<file path="src/rtl/mdio_pkg.sv">
package mdio_pkg;
    localparam int CMD_W    = 32;
    localparam int DIV_W    = 7;
    localparam int PRE_LEN  = 32;
    localparam int ADDR_W   = 2;
    localparam int RDATA_W  = 16;
    localparam int POS_W    = $clog2(CMD_W);
    localparam int PRE_W    = $clog2(PRE_LEN + 1);
    localparam int REL_POS  = CMD_W - RDATA_W - 1;   // frame slot of second turnaround bit
    localparam int OP_HI    = CMD_W - 3;             // op field msb
    localparam int OP_LO    = CMD_W - 4;             // op field lsb

    typedef enum logic [ADDR_W-1:0] {
        SEL_CTRL = 2'd0,
        SEL_CMD  = 2'd1,
        SEL_STAT = 2'd2
    } reg_sel_e;

    typedef struct packed {
        logic             pre_en;
        logic [DIV_W-1:0] div;
    } ctrl_t;

    function automatic logic [DIV_W:0] half_len(input logic [DIV_W-1:0] d);
        logic [DIV_W:0] h;
        if (d == '0) h = (DIV_W+1)'(2);
        else         h = {1'b0, d} + (DIV_W+1)'(1);
        return h;
    endfunction

    function automatic logic cmd_is_read(input logic [CMD_W-1:0] c);
        return c[OP_HI:OP_LO] == 2'b10;
    endfunction
endpackage

</file>
<file path="src/rtl/mdio_clkgen.sv">
module mdio_clkgen
    import mdio_pkg::*;
(
    input  logic             clk,
    input  logic             rst,
    input  logic             run,
    input  logic [DIV_W-1:0] div,
    output logic             mdc,
    output logic             rise_stb,
    output logic             fall_stb
);
    logic [DIV_W:0] cnt;
    logic [DIV_W:0] half;
    logic           wrap;

    always_comb begin
        half = half_len(div);
        wrap = (cnt >= half - (DIV_W+1)'(1));
    end

    always_ff @(posedge clk) begin
        if (rst || !run) begin
            cnt <= '0;
            mdc <= 1'b0;
        end else if (wrap) begin
            cnt <= '0;
            mdc <= ~mdc;
        end else begin
            cnt <= cnt + (DIV_W+1)'(1);
        end
    end

    assign rise_stb = run && wrap && !mdc;
    assign fall_stb = run && wrap &&  mdc;
endmodule

</file>
<file path="src/rtl/mdio_shifter.sv">
module mdio_shifter
    import mdio_pkg::*;
(
    input  logic             clk,
    input  logic             rst,
    input  logic             load,
    input  logic [CMD_W-1:0] load_word,
    input  logic             pre_en,
    input  logic             rise_stb,
    input  logic             fall_stb,
    input  logic             mdio_i,
    output logic             busy,
    output logic             done_stb,
    output logic [CMD_W-1:0] frame_word,
    output logic             mdio_o,
    output logic             mdio_oe
);
    logic [PRE_W-1:0] pre_left;
    logic [POS_W-1:0] pos;
    logic             is_rd;
    logic [POS_W-1:0] bit_idx;
    logic             in_pre;

    always_comb begin
        bit_idx  = ~pos;                               // CMD_W-1 - pos
        in_pre   = (pre_left != '0);
        done_stb = busy && fall_stb && !in_pre && (pos == POS_W'(CMD_W-1));
        mdio_o   = busy ? (in_pre ? 1'b1 : frame_word[bit_idx]) : 1'b1;
        mdio_oe  = !(busy && !in_pre && is_rd && (pos >= POS_W'(REL_POS)));
    end

    always_ff @(posedge clk) begin
        if (rst) begin
            busy       <= 1'b0;
            pre_left   <= '0;
            pos        <= '0;
            is_rd      <= 1'b0;
            frame_word <= '0;
        end else if (!busy) begin
            if (load) begin
                busy       <= 1'b1;
                frame_word <= load_word;
                pre_left   <= pre_en ? PRE_W'(PRE_LEN) : '0;
                pos        <= '0;
                is_rd      <= cmd_is_read(load_word);
            end
        end else begin
            if (rise_stb && !in_pre && is_rd && (pos > POS_W'(REL_POS)))
                frame_word[bit_idx] <= mdio_i;
            if (fall_stb) begin
                if (in_pre)
                    pre_left <= pre_left - PRE_W'(1);
                else if (pos == POS_W'(CMD_W-1))
                    busy <= 1'b0;
                else
                    pos <= pos + POS_W'(1);
            end
        end
    end
endmodule

</file>
<file path="src/rtl/mdio_regs.sv">
module mdio_regs
    import mdio_pkg::*;
(
    input  logic              clk,
    input  logic              rst,
    input  logic              reg_wr,
    input  logic [ADDR_W-1:0] reg_addr,
    input  logic [CMD_W-1:0]  reg_wdata,
    input  logic              busy,
    input  logic              done_stb,
    input  logic [CMD_W-1:0]  frame_word,
    output ctrl_t             ctrl,
    output logic              cmd_load,
    output logic [CMD_W-1:0]  reg_rdata,
    output logic              irq
);
    localparam int CTRL_W = $bits(ctrl_t);

    logic done_flag;

    assign cmd_load = reg_wr && (reg_addr == SEL_CMD);
    assign irq      = done_flag;

    always_ff @(posedge clk) begin
        if (rst) begin
            ctrl      <= '0;
            done_flag <= 1'b0;
        end else begin
            if (reg_wr && reg_addr == SEL_CTRL)
                ctrl <= ctrl_t'(reg_wdata[CTRL_W-1:0]);
            if (done_stb)
                done_flag <= 1'b1;
            else if (reg_wr && reg_addr == SEL_STAT && reg_wdata[0])
                done_flag <= 1'b0;
        end
    end

    always_comb begin
        unique case (reg_addr)
            SEL_CTRL: reg_rdata = {{(CMD_W-CTRL_W){1'b0}}, ctrl};
            SEL_CMD:  reg_rdata = frame_word;
            SEL_STAT: reg_rdata = {{(CMD_W-2){1'b0}}, busy, done_flag};
            default:  reg_rdata = '0;
        endcase
    end
endmodule

</file>
<file path="src/rtl/mdio_master.sv">
module mdio_master
    import mdio_pkg::*;
(
    input  logic              clk,
    input  logic              rst,
    input  logic              reg_wr,
    input  logic [ADDR_W-1:0] reg_addr,
    input  logic [CMD_W-1:0]  reg_wdata,
    output logic [CMD_W-1:0]  reg_rdata,
    output logic              irq,
    output logic              mdc,
    output logic              mdio_o,
    output logic              mdio_oe,
    input  logic              mdio_i
);
    ctrl_t            ctrl;
    logic             cmd_load;
    logic             busy;
    logic             done_stb;
    logic [CMD_W-1:0] frame_word;
    logic             rise_stb;
    logic             fall_stb;

    mdio_regs u_regs (
        .clk(clk), .rst(rst), .reg_wr(reg_wr), .reg_addr(reg_addr),
        .reg_wdata(reg_wdata), .busy(busy), .done_stb(done_stb),
        .frame_word(frame_word), .ctrl(ctrl), .cmd_load(cmd_load),
        .reg_rdata(reg_rdata), .irq(irq)
    );

    mdio_clkgen u_clk (
        .clk(clk), .rst(rst), .run(busy), .div(ctrl.div),
        .mdc(mdc), .rise_stb(rise_stb), .fall_stb(fall_stb)
    );

    mdio_shifter u_shf (
        .clk(clk), .rst(rst), .load(cmd_load), .load_word(reg_wdata),
        .pre_en(ctrl.pre_en), .rise_stb(rise_stb), .fall_stb(fall_stb),
        .mdio_i(mdio_i), .busy(busy), .done_stb(done_stb),
        .frame_word(frame_word), .mdio_o(mdio_o), .mdio_oe(mdio_oe)
    );
endmodule

</file>
<file path="config.mk">
export PLATFORM = sky130hd
export DESIGN_NAME = mdio_master
export DESIGN_NICKNAME = d
export VERILOG_FILES = /design/src/rtl/mdio_pkg.sv /design/src/rtl/mdio_clkgen.sv /design/src/rtl/mdio_shifter.sv /design/src/rtl/mdio_regs.sv /design/src/rtl/mdio_master.sv
export SDC_FILE = /design/constraint.sdc
export NUM_CORES = 1
export LEC_CHECK = 0
export ABC_AREA = 1
export BUFFER_PORTS_ARGS = -buffer_cell sky130_fd_sc_hd__buf_2
export CAP_MARGIN = 20
export CORE_UTILIZATION = 30
export DETAILED_ROUTE_END_ITERATION = 12
export SYNTH_ARGS = -nofsm -noshare
export SYNTH_HDL_FRONTEND = slang
export SYNTH_SLANG_ARGS = --single-unit
export TNS_END_PERCENT = 1
</file>
<file path="constraint.sdc">
create_clock -name clk -period 5.76 [get_ports clk]
set_input_delay 0.864 -clock clk [delete_from_list [all_inputs] [get_ports clk]]
set_output_delay 0.864 -clock clk [all_outputs]
set_load 0.01 [all_outputs]
</file>
After elaboration in Yosys (flattened, before gate mapping)
Cells that the tools add are included.
- add/subtract/negate cells: 5
- $lt $le $gt $ge: 5
- equal/unequal tests: 9
- multiplexer cells: 29
- bitwise gates (word level): 3
- reduce and logical (&&, ||, !) cells: 32
- operators by type and width (cell ; count):
    32-bit two-way mux ; 3
    32-bit one-hot mux with 3 select lines ; 1
    32-bit bitwise mux ; 1
    6-bit two-way mux ; 5
    5-bit two-way mux ; 5
    1-bit logical AND ; 17
    1-bit two-way mux ; 11
    7-bit by 1-bit adder with 8-bit output (second input constant) ; 1
    8-bit by 1-bit adder with 8-bit output (second input constant) ; 1
    8-bit >= comparator ; 1
    8-bit two-way mux ; 1
    2-bit inequality test (second input constant) ; 4
    8-bit by 1-bit subtractor with 8-bit output (second input constant) ; 1
    7-bit zero test ; 1
    5-bit by 6-bit < comparator with 1-bit output (second input constant) ; 1
    6-bit nonzero test ; 1
    6-bit by 1-bit subtractor with 6-bit output (second input constant) ; 1
    5-bit by 1-bit adder with 5-bit output (second input constant) ; 1
    1-bit binary-select mux with 5-bit select ; 1
    1-bit demux with 5-bit select ; 1
    5-bit equality test (second input constant) ; 1
    5-bit by 1-bit >= comparator with 1-bit output (second input constant) ; 1
    5-bit by 4-bit >= comparator with 1-bit output (second input constant) ; 1
    5-bit by 4-bit > comparator with 1-bit output (second input constant) ; 1
    13 further kinds ; 20
- register bits: 63
- input port bits: 38
- output and inout bits: 36
- word-level logic and storage cells: 93

Longest topological paths before layout
Gate-level depths: netlist of the first run.
- word-level depth: 11
- mapped depth: 22
- depth with buffers taken out: 22

Modules after synthesis
A second synthesis of the first run with hierarchy kept.
- cell total of the unflattened synthesis: 718
- area, all modules: 4416.7 um2
- modules (own cells, without submodules) (module ; instances ; cells each ; area an instance (um2) ; sequential area each (um2)):
    mdio_shifter ; 1 ; 466 ; 2877.8 ; 900.9
    mdio_clkgen ; 1 ; 139 ; 895.9 ; 180.2
    mdio_regs ; 1 ; 113 ; 643.1 ; 180.2

Worst setup path before layout of the first run
OpenSTA, ideal clock, no wires.
- path type: flip-flop to flip-flop
- start: register u_regs.ctrl[0] (netlist name)
- end: register u_shf.frame_word[11]
- setup time: 0.115 ns
- data arrival time: 2.470 ns
- data required time: 5.645 ns
- slack: 3.175 ns
- cell stages (with the launch flop): 21
- buffers on the path: 1
- period minus slack after synthesis: 2.585 ns
- cell sequence: dfxtp_1 -> ha_1 -> nand2_1 -> nor2_1 -> nand3_1 -> xor2_1 -> nand2_1 -> nor2_1 -> nand3_1 -> nand2_1 -> inv_1 -> ha_1 -> nand2_1 -> o21a_1 -> nand2_1 -> nand3_1 -> nand2_1 -> buf_2 -> nand3_1 -> nand2_1 -> nor2_1
- cells in the longest elaborated chain, start to end: 11
- elaborated cells between the ends (all ways): 12
- classes of those cells: 2 x add/sub; 1 x order compare; 1 x eq/ne; 1 x mux; 7 x reduce/logical
- ends and longest elaborated chain (element ; RTL line ; RTL):
    7-bit by 1-bit adder with 8-bit output or 7-bit zero test (tied branches) ; mdio_pkg.sv:27, mdio_pkg.sv:26 ;
    8-bit two-way mux * ; mdio_pkg.sv:26 ; if (d == '0) h = (DIV_W+1)'(2);
    8-bit by 1-bit subtractor with 8-bit output * ; mdio_clkgen.sv:18 ; wrap = (cnt >= half - (DIV_W+1)'(1));
    8-bit >= comparator * ; mdio_clkgen.sv:18 ;
    1-bit logical AND * (2 in series) ; mdio_clkgen.sv:33 ; assign rise_stb = run && wrap && !mdc;
    1-bit logical AND * (3 in series) ; mdio_shifter.sv:48 ; if (rise_stb && !in_pre && is_rd && (pos > POS_W'(REL_POS)))
    2-bit inequality test (no line) * ; -- ;
    2-bit AND reduction (no line) * ; -- ;
    end signal: assignment ; mdio_shifter.sv:42 ; frame_word <= load_word;
    end signal: indexed assignment ; mdio_shifter.sv:49 ; frame_word[bit_idx] <= mdio_i;
    end: declaration ; mdio_shifter.sv:14 ; output logic [CMD_W-1:0] frame_word,
Mark *: on every way between the ends. The rest lies on a longest branch, timed or not.
A chain may end at the register's enable or synchronous reset.

Worst setup path after layout of the first run
- start: register u_shf.pos[0]
- end: output mdio_o
- cells in the longest elaborated chain, start to end: 5
- ends and longest elaborated chain (element ; RTL line ; RTL):
    start: declaration ; mdio_shifter.sv:19 ; logic [POS_W-1:0] pos;
    start signal: assignment ; mdio_shifter.sv:56 ; pos <= pos + POS_W'(1);
    5-bit inverter ; mdio_shifter.sv:25 ; bit_idx = ~pos;
    1-bit binary-select mux with 5-bit select ; mdio_shifter.sv:28 ; mdio_o = busy ? (in_pre ? 1'b1 : frame_word[bit_idx]) : 1'b1;
    1-bit two-way mux (implied by the code) ; mdio_shifter.sv:28 ;
    1-bit two-way mux (2 in series) ; mdio_shifter.sv:28 ;
    end: declaration ; mdio_master.sv:12 ; output logic mdio_o,
Every way passes these cells. The select of a mux whose other input is x is not followed.

==> results by group, run 1 <==
Outcome
  • Outcome: finished, final reports clean

Clock tree
  • CTS root buf: clkbuf_16
  • Num Clock Sinks: between 60 and 70
  • TritonCTS clock tree: yes
  • Clock buffer depth: 2
  • Clock transition at path regs: approximately 0.050 ns
  • Htree depth: 3
  • Post-CTS Hold Buffers: 0
  • Clock Latency Late Sink: 0.33 ns
  • Post-CTS setup buffers: 0
  • CTS buffer count: 9
  • Resized cells post-CTS: 0

Setup path
  • Max stage delay on crit path: between 0.8 and 0.9 ns
  • Type of the worst setup path: reg -> out
  • Crit path DAT: between 2 and 3 ns
  • Slowest cell on the critical path: dfxtp_1
  • CP top delay family: flip-flops
  • R2R Setup Slk: between 2 and 3 ns
  • Worst EP required: approximately 5 ns
  • CP cell instances: inv_1 > o21ai_0 > nand2_1 > nand2_1 > nand4_1 > nand3b_1 > buf_2
  • Crit path capture type: primary output
  • CP Buf/Inv Count: 2
  • CP startpoint: u_shf.pos[0]
  • Critical path peak fanout: 24
  • Critical path endpoint: mdio_o
  • RR Endpoint: u_shf.frame_word[5]
  • Most frequent cell on the critical path: nand2_1
  • Worst r2r path cells: 19
  • FF-to-FF Start: u_regs.ctrl[0]
  • Startpoint Class: flip-flop
  • Stages on worst setup path: 7

Synthesis
  • Cells after Synth: between 600 and 700
  • Avg Inst Size Synth: 6.303 µm²
  • Ranking of synthesized cells by area: dfxtp_1 (30%), nand2_1 (10%), nor2_1 (9.2%)
  • Synth Cell Area: 4229 µm²
  • Post-synthesis cell type count: 32
  • Share of the synthesized area in the top cell type: 0.2982
  • Cell accounting for the most synthesized area: dfxtp_1
  • Seq/Total Area, Yosys: 0.2982
  • YS warnings: 0
  • #FFs+latches synth: 63
  • Syn Nets: 728

Floorplan
  • Boundary pin count: 74
  • Core Region: about 14000 µm²
  • Row count: 43
  • Initial core utilization: 0.3059
  • Die W: roughly 120 µm
  • Die area: around 15000 µm²
  • Die height: approximately 120 µm

Route
  • Via count: about 4500
  • Antenna Nets Post-Route: 0
  • WL per Instance: roughly 13 µm
  • First DRT Iteration DRCs: roughly 420
  • Routed wire length: ~12 mm
  • Detailed-router iteration count before antenna repair: 6
  • Routed vias/inst: between 4 and 5
  • DRC Markers: 0

GRT
  • Largest net degree at the start of global routing: 42
  • First-pass GRT wire length: 19.91 mm
  • Initial antenna violation count: 0
  • Remaining global-route overflow: 0
  • Number of global-route vias before repair: between 3000 and 4000
  • GRT Resource Usage Total: 0.1730

Timing
  • Setup TNS: 0 ns
  • Slew headroom: 0.3412
  • Final Hold Vio Count: 0
  • RSZ-0062 raised after global routing: false
  • Max Slew Vio Count: 0
  • Period utilization: 0.6107
  • Worst-margin pin slew: 0.9871 ns
  • Period minus WS final: ~3.5 ns
  • Final setup vio count: 0
  • Final worst clock skew: slightly above 0.004 ns
  • FMAX: between 200 and 300 MHz

Pwr
  • Max VDD drop: roughly 0.11 mV
  • Clock power frac: 0.450
  • Tot Pwr: 1.253 mW
  • Int Pwr: 900.5 µW
  • Net Sw Frac: 0.2816
  • Flop pwr share: 0.379
  • P_leak: 2.206 nW
  • Switch Pwr: ~350 µW
  • Combinational share of power: 0.171
  • Power Dens Cells: between 200 and 250 nW/µm²

Finish
  • Layout area overhead: 19.41%
  • Commonest cells after routing, fill and taps aside: nand2_1 (117), nor2_1 (104), inv_1 (87)
  • Final cell count without fillers: around 900
  • Commonest non-fill, non-tap cell in the layout: nand2_1
  • Antenna diode count: 0
  • Final Net Count: 786
  • Share of layout cells above drive strength 1: 0.1417

Placed design
  • Placed insts: approximately 900
  • Hpwl dp: roughly 8.6 mm
  • Port Buf Inserts: 73
  • GPL Wtd Cong: between 0.8 and 0.9

Flow run
  • Max cap viols: 0

Worst hold path
  • Min-Delay Path Class: reg -> reg
  • Hold path cells: 1
-- cell usage after synthesis, drive strengths merged --
| master | count |
|---|---|
| o21ai | 67 |
| o21a | 3 |
| nand4 | 3 |
| or2 | 3 |
| xor2 | 11 |
| nand3b | 1 |
| nor3 | 3 |
| dfxtp | 63 |
| o31ai | 1 |
| nand3 | 49 |
| inv | 89 |
| o22ai | 1 |
| nor2 | 108 |
| buf | 12 |
| clkinv | 2 |
| o211ai | 3 |
| a31oi | 5 |
| a41oi | 1 |
| xnor2 | 6 |
| a21oi | 66 |
| ha | 19 |
| clkbuf | 18 |
| nand2 | 119 |
| a32oi | 18 |
-- area by class of cell --
cell class | instances | area [µm²]
inverter | 91 | 341.6
timing repair buffer | 77 | 415.4
multi-input combinational | 487 | 2496
clock buffer | 13 | 270.3
tap | 180 | 225.2
clock inverter | 3 | 40.04
sequential | 63 | 1261
fill | 1508 | 8777
-- registers in the layout, summed over array words and instances (netlist names) --
signal / cells
u_shf.frame_word: 32
u_clk.cnt: 8
u_regs.ctrl: 8
u_shf.pre_left: 6
u_shf.pos: 5
u_clk.mdc: 1
u_regs.irq: 1
u_shf.busy: 1
u_shf.is_rd: 1
-- metal layers --
metal  share of wire  vias to the layer above  GRT usage  wire length [µm]
li1                -                     2315          -                 -
met1            0.49                     1986     0.2470              6037
met2            0.43                      155     0.2601              5241
met3           0.060                       16    0.03113               731
met4           0.016                        0    0.05710               193
met5               0                        -          0                 0
-- power groups by stage --
stage / Combinational, mW / Sequential [mW] / Clock, mW
after floorplan: 0.157 / 0.476 / 0
after global placement: 0.211 / 0.484 / 0
after detailed placement: 0.211 / 0.484 / 0
after CTS: 0.213 / 0.475 / 0.577
after global routing: 0.247 / 0.478 / 0.594
final: 0.214 / 0.476 / 0.564
-- stage by stage --
step                      hold WS (ns)    util  instance area (µm²)  setup WS [ns]
after floorplan                 0.4297       -                 4229          3.175
after global placement          0.4567  0.3408                 4712          2.272
after detailed placement        0.4647  0.3408                 4712          2.197
after CTS                       0.4769  0.3632                 5022          2.165
after global routing            0.5033  0.3652                 5050          1.956
final                           0.4701  0.3652                 5050          2.242
-- cell families after synthesis --
kind of cell | synth area share
buffers and inverters | 0.1115
DFF | 0.2982
xor gates and xnor gates | 0.03521
and+or+nand+nor | 0.2808
AOI/OAI and AO/OA | 0.2180
adders and majority gates | 0.05621
-- worst min-delay path by stage --
stage / endpoint / slack (ns) / start
after floorplan: u_clk.cnt[0] / 0.43 / u_clk.cnt[0]
after global placement: u_clk.cnt[0] / 0.46 / u_clk.cnt[0]
after detailed placement: u_clk.cnt[0] / 0.46 / u_clk.cnt[0]
after CTS: u_clk.cnt[0] / 0.48 / u_clk.cnt[0]
after global routing: u_shf.frame_word[17] / 0.50 / u_shf.frame_word[17]
final: u_clk.cnt[0] / 0.47 / u_clk.cnt[0]
Note: power is estimated with default switching activity, not from simulation.
==> run 2: changes to the inputs <==
==> constraint.sdc (replaced) <==
create_clock -name clk -period 2.8 [get_ports clk]
set_input_delay 0.42 -clock clk [delete_from_list [all_inputs] [get_ports clk]]
set_output_delay 0.42 -clock clk [all_outputs]
set_load 0.01 [all_outputs]
==> run 2 against run 1 <==
Compared with the run above:
- sequential share of layout area down 2.2 points
- final cell count up 3.7%
- critical path depth increased by 11
- flip-flop and latch count stayed put
- utilization increased by 3.8 points
- global-route usage rose by 0.88 points
- total power increased by 120%
- final area rose by 10%
- first-iteration DRC count down 12%
- die area unchanged
- routed wire length increased by 9.0%
- combinational power grew to 2.6 times the previous value
- critical endpoint is now u_shf.frame_word[3]
- largest cell class unchanged
==> results by group, run 2 (synthesis results as in run 1) <==
Setup path
  • Critical path peak fanout: 7
  • Crit path capture type: flip-flop
  • Type of the worst setup path: reg -> reg
  • CP cell instances: inv_2 > ha_4 > inv_2 > nand2_1 > inv_2 > nand2_2 > nor2_4 > nand3_4 > xnor2_2 > ha_1 > a21oi_2 > o21a_1 > nand2_2 > nand3_2 > nand2_4 > clkbuf_16 > a21oi_1 > nor2_1
  • Crit path DAT: ~2.9 ns
  • Max stage delay on crit path: 0.37 ns
  • Most frequent cell on the critical path: inv_2
  • Slowest cell on the critical path: dfxtp_4
  • Worst EP required: a little over 3 ns
  • FF-to-FF Start: u_regs.ctrl[1]
  • CP top delay family: simple AND/OR/NAND/NOR gates
  • Startpoint Class: flip-flop
  • CP startpoint: u_regs.ctrl[1]
  • CP Buf/Inv Count: 4

GRT
  • Number of global-route vias before repair: 4275
  • First-pass GRT wire length: 20.85 mm
  • Largest net degree at the start of global routing: 41
  • GRT Resource Usage Total: 0.1818
  • Remaining global-route overflow: 0
  • Initial antenna violation count: 0

Route
  • Routed wire length: about 13 mm
  • WL met2: 5.892 mm
  • Top Metal Used: met4
  • Met3 wire len: ~970 µm
  • First DRT Iteration DRCs: between 300 and 400
  • Routed vias/inst: around 5
  • Metal1 wirelength: about 6.3 mm
  • Via count: approximately 4700
  • Antenna Nets Post-Route: 0
  • DRC Markers: 0
  • Detailed-router iteration count before antenna repair: 5
  • WL per Instance: between 10 and 15 µm

Floorplan
  • Die W: around 120 µm
  • Boundary pin count: 74
  • Core Region: 13830 µm²
  • Initial core utilization: 0.3059
  • Row count: between 40 and 50
  • Die height: 120.7 µm
  • Die area: 14580 µm²

Timing
  • Final worst clock skew: a little under 0.01 ns
  • RSZ-0062 raised after global routing: true
  • Slew headroom: 0.6017
  • Period minus WS final: around 2.7 ns
  • Final setup vio count: 0
  • Final worst slack: around 0.11 ns
  • Setup TNS: 0 ns
  • Period utilization: 0.9606
  • Worst-margin pin slew: 0.5968 ns
  • FMAX: around 370 MHz
  • Final Hold Vio Count: 0
  • Max Slew Vio Count: 0

Finish
  • Most flop-heavy register: u_shf.frame_word
  • Final Net Count: 820
  • Max reg flops: 32
  • Layout area overhead: 31.92%
  • Fillers: between 1000 and 1500
  • Regs by FF count: u_shf.frame_word (32), u_clk.cnt (8), u_regs.ctrl (8)
  • Core Util, Final: 0.4035
  • Commonest non-fill, non-tap cell in the layout: nand2_1
  • Commonest cells after routing, fill and taps aside: nand2_1 (107), nor2_1 (99), inv_1 (81)
  • Antenna diode count: 0
  • Share of layout cells above drive strength 1: 0.2383

Pwr
  • Power Dens Cells: 493.5 nW/µm²
  • P_leak: approximately 2.4 nW
  • Max VDD drop: approximately 0.26 mV

Outcome
  • Outcome: finished, final reports clean

Clock tree
  • Htree depth: 3
  • Post-CTS Hold Buffers: 0
  • Clock transition at path regs: about 0.060 ns
  • CTS root buf: clkbuf_16
  • CTS buffer count: 9
  • Num Clock Sinks: 63
  • TritonCTS clock tree: yes
  • Clock buffer depth: 2
  • Clock Latency Late Sink: approximately 0.34 ns

Placed design
  • Pre-CTS setup slack: around 0.015 ns
  • Hpwl dp: ~9.2 mm
  • Port Buf Inserts: 73
  • GPL Wtd Cong: 0.8747

Worst hold path
  • Min-Delay Path Class: in -> reg
  • Min-Delay Startpoint: reg_wdata[2]

Flow run
  • Max cap viols: 0
run 2: changes by cell type in the layout (fill, tap and decap cells not counted), sizes merged:
cell	previous run	this run
buf	77	108
clkinv	4	6
bufinv	1	2
run 2: metrics by stage:
step           cells  power, mW  hold slack, ns  instance area, µm²
3_3_place_gp     923      1.469          0.4470                4920
6_report         948      2.753          0.3497                5579
4_1_cts          939      2.707          0.3308                5253
2_1_floorplan    671      1.303          0.4297                4229
5_1_grt          948      2.885          0.3443                5579
3_5_place_dp     923      1.470          0.4532                4920
run 2: routing by layer:
metal,up-vias,track usage
li1,2378,-
met1,2155,0.2496
met2,190,0.2845
met3,16,0.03632
met4,0,0.05633
met5,-,0
run 2: what timing repair did:
item,in CTS,in global routing
cloned,0,6
pin swaps,0,27
gates resized for setup,3,52
endpoints found under the setup margin,24,41
setup buffers,0,4
run 2: area by class of cell:
cell class	count	area (µm²)	area share
Clock buffer	10	239.0	0.04283
Sequential cell	63	1271	0.2279
Clock inverter	6	83.83	0.01503
Inverter	91	341.6	0.06122
Tap cell	180	225.2	0.04037
Multi-Input combinational cell	487	2688	0.4817
Timing Repair Buffer	111	730.7	0.1310
run 2: worst paths after layout:
path | endpoint | slack [ns] | cells after the start
min | u_regs.ctrl[2] | 0.35 | 3
max reg2reg | u_shf.frame_word[3] | 0.11 | 18
max | u_shf.frame_word[3] | 0.11 | 18
min reg2reg | u_clk.cnt[0] | 0.46 | 1
run 2: power breakdown:
group,switching [mW],total (mW),internal (mW)
clock,0.429,1.23,0.800
sequential,0.0402,0.977,0.936
combinational,0.328,0.548,0.220
run 2: worst min-delay path, cell delays in order:
cell,delay (ns)
buf_2,0.10
nor2_1,0.04
nor2_1,0.09
==> run 3: changes to the inputs <==
--- a/config.mk
+++ b/config.mk
@@ -8,8 +8,10 @@
 export ABC_AREA = 1
 export BUFFER_PORTS_ARGS = -buffer_cell sky130_fd_sc_hd__buf_2
 export CAP_MARGIN = 20
+export CORE_ASPECT_RATIO = 1.1
 export CORE_UTILIZATION = 30
 export DETAILED_ROUTE_END_ITERATION = 12
+export MAX_ROUTING_LAYER = met4
 export SYNTH_ARGS = -nofsm -noshare
 export SYNTH_HDL_FRONTEND = slang
 export SYNTH_SLANG_ARGS = --single-unit
==> run 3 against run 2 <==
Compared with the run above:
- sequential power barely moved
- utilization fell by 0.32 points
- final area fell by 1.0%
- worst hold slack got worse by 0.0090 ns
- clock power fell by 12%
- via count fell by 1.3%
- flip-flop and latch count did not move
- total power fell by 5.8%
- worst setup slack got worse by 0.053 ns
- clock skew fell by 0.0049 ns
- die area barely moved
- maximum frequency fell by 1.9%
- critical endpoint is now u_shf.frame_word[8]
- largest power group unchanged
==> results by group, run 3 (synthesis results as in run 1) <==
Finish
  • Commonest cells after routing, fill and taps aside: nand2_1 (108), nor2_1 (97), inv_1 (83)
  • Commonest non-fill, non-tap cell in the layout: nand2_1
  • Antenna diode count: 0
  • Regs by FF count: u_shf.frame_word (32), u_clk.cnt (8), u_regs.ctrl (8)
  • Most flop-heavy register: u_shf.frame_word
  • Layout area overhead: 30.56%
  • Max reg flops: 32
  • Final Net Count: 818
  • Share of layout cells above drive strength 1: 0.2251

GRT
  • GRT Resource Usage Total: 0.1889
  • Initial antenna violation count: 0
  • First-pass GRT wire length: between 20 and 25 mm
  • Number of global-route vias before repair: 4259
  • Remaining global-route overflow: 0
  • Largest net degree at the start of global routing: a little over 40

Worst hold path
  • Endpoint, Worst Hold: u_regs.ctrl[2]
  • Min-Delay Startpoint: reg_wdata[2]
  • Min-Delay Path Class: in -> reg
  • Hold path cells: 3

Route
  • WL per Instance: 14.39 µm
  • DRC Markers: 0
  • Detailed-router iteration count before antenna repair: 5
  • Routed vias/inst: 4.913
  • Via count: between 4000 and 5000
  • Antenna Nets Post-Route: 0
  • First DRT Iteration DRCs: 349
  • Routed wire length: roughly 14 mm

Floorplan
  • Die W: 115.2 µm
  • Initial core utilization: 0.3066
  • Die area: 14580 µm²
  • Die height: roughly 130 µm
  • Boundary pin count: 74
  • Row count: 45
  • Core Region: approximately 14000 µm²

Placed design
  • Hpwl dp: between 9 and 10 mm
  • GPL Wtd Cong: around 0.86
  • Port Buf Inserts: 73
  • Pre-CTS setup slack: -0.02566 ns

Setup path
  • R2R Setup Slk: about 0.057 ns
  • Worst r2r path cells: 20
  • Most frequent cell on the critical path: nand2_1
  • Type of the worst setup path: reg -> reg
  • RR Endpoint: u_shf.frame_word[8]
  • CP Buf/Inv Count: 2
  • FF-to-FF Start: u_regs.ctrl[0]
  • CP cell instances: ha_4 > nand2_4 > nor2_4 > nand3_2 > xor2_2 > nand2_1 > nor2_2 > nand2_1 > nand2_1 > nand2_1 > inv_2 > ha_4 > a21oi_1 > o21a_1 > nand2_2 > nand3_4 > nand2_8 > buf_6 > a21oi_1 > nor2_1
  • CP top delay family: simple AND/OR/NAND/NOR gates
  • Max stage delay on crit path: approximately 0.37 ns
  • Worst EP required: between 3 and 4 ns
  • Startpoint Class: flip-flop
  • Crit path capture type: flip-flop
  • Slowest cell on the critical path: dfxtp_4
  • Critical path peak fanout: 10
  • Crit path DAT: around 3.0 ns

Clock tree
  • Clock buffer depth: 2
  • Post-CTS Hold Buffers: 0
  • Post-CTS setup buffers: 0
  • Clock Latency Late Sink: 0.33 ns
  • TritonCTS clock tree: yes
  • CTS root buf: clkbuf_16
  • Num Clock Sinks: between 60 and 70
  • Clock transition at path regs: 0.05 ns
  • Htree depth: 3
  • CTS buffer count: 9

Timing
  • Final worst clock skew: just under 0.005 ns
  • Hold_ws: 0.3407 ns
  • Period utilization: 0.9796
  • Final setup vio count: 0
  • Period minus WS final: 2.743 ns
  • Slew headroom: 0.5132
  • RSZ-0062 raised after global routing: true
  • Final worst slack: roughly 0.057 ns
  • FMAX: 364.6 MHz
  • Max Slew Vio Count: 0
  • Final Hold Vio Count: 0
  • Worst-margin pin slew: between 0.7 and 0.8 ns

Flow run
  • Max cap viols: 0

Pwr
  • Tot Pwr: between 2 and 3 mW
  • Max VDD drop: between 0.2 and 0.3 mV
  • Power Dens Cells: between 400 and 500 nW/µm²
  • P_leak: ~2.4 nW

Outcome
  • Outcome: finished, final reports clean
-- run 3: worst max path at each step --
| stage | from | endpoint | slack [ns] | depth (start not counted) |
|---|---|---|---|---|
| 2_1_floorplan | u_regs.ctrl[0] | u_shf.frame_word[14] | 0.22 | 20 |
| 3_5_place_dp | u_regs.ctrl[0] | u_shf.frame_word[12] | -0.03 | 20 |
| 6_report | u_regs.ctrl[0] | u_shf.frame_word[8] | 0.06 | 20 |
| 4_1_cts | u_regs.ctrl[0] | u_shf.frame_word[18] | -0.003 | 19 |
| 3_3_place_gp | u_regs.ctrl[6] | u_shf.frame_word[18] | 0.01 | 17 |
| 5_1_grt | u_regs.ctrl[0] | u_shf.frame_word[8] | -0.18 | 18 |
-- run 3: per-layer routing --
| metal | GRT usage | share of wire |
|---|---|---|
| met5 | - | 0 |
| met2 | 0.3001 | 0.47 |
| met1 | 0.2460 | 0.46 |
| met3 | 0.02962 | 0.049 |
| met4 | 0.05500 | 0.015 |
-- run 3: through the flow --
stage / instances / area (µm²) / util / TNS, ns
2_1_floorplan: 671 / 4229 / - / 0
3_3_place_gp: 932 / 4937 / 0.3579 / 0
3_5_place_dp: 932 / 4937 / 0.3579 / -0.1715
4_1_cts: 946 / 5226 / 0.3789 / -0.005360
5_1_grt: 952 / 5522 / 0.4003 / -3.978
6_report: 952 / 5522 / 0.4003 / 0
-- run 3: cell type report --
type	instances	area (µm²)
Sequential cell	63	1270
Fill cell	1500	8273
Inverter	91	341.6
Clock buffer	14	284.0
Tap cell	188	235.2
Timing Repair Buffer	109	711.9
Multi-Input combinational cell	487	2679
-- run 3: report_power, final --
group	leakage [nW]	switching, mW	internal, mW	total [mW]
logic	1.74	0.331	0.208	0.539
registers	0.515	0.0371	0.937	0.974
clock network	0.141	0.393	0.686	1.08
-- run 3: worst register-to-register path, delay by kind of cell (launching register included) --
kind	cells	cell delay, ns
buf+inv	2	0.24
compound gates	3	0.46
fa+ha+maj	2	0.34
simple gates	12	1.03
xor+xnor	1	0.18
flops	1	0.37
-- run 3: repair_timing --
item	4_1_cts	5_1_grt
pin swaps	0	26
endpoints found under the setup margin	26	41
cloned	0	6
gates resized for setup	2	46
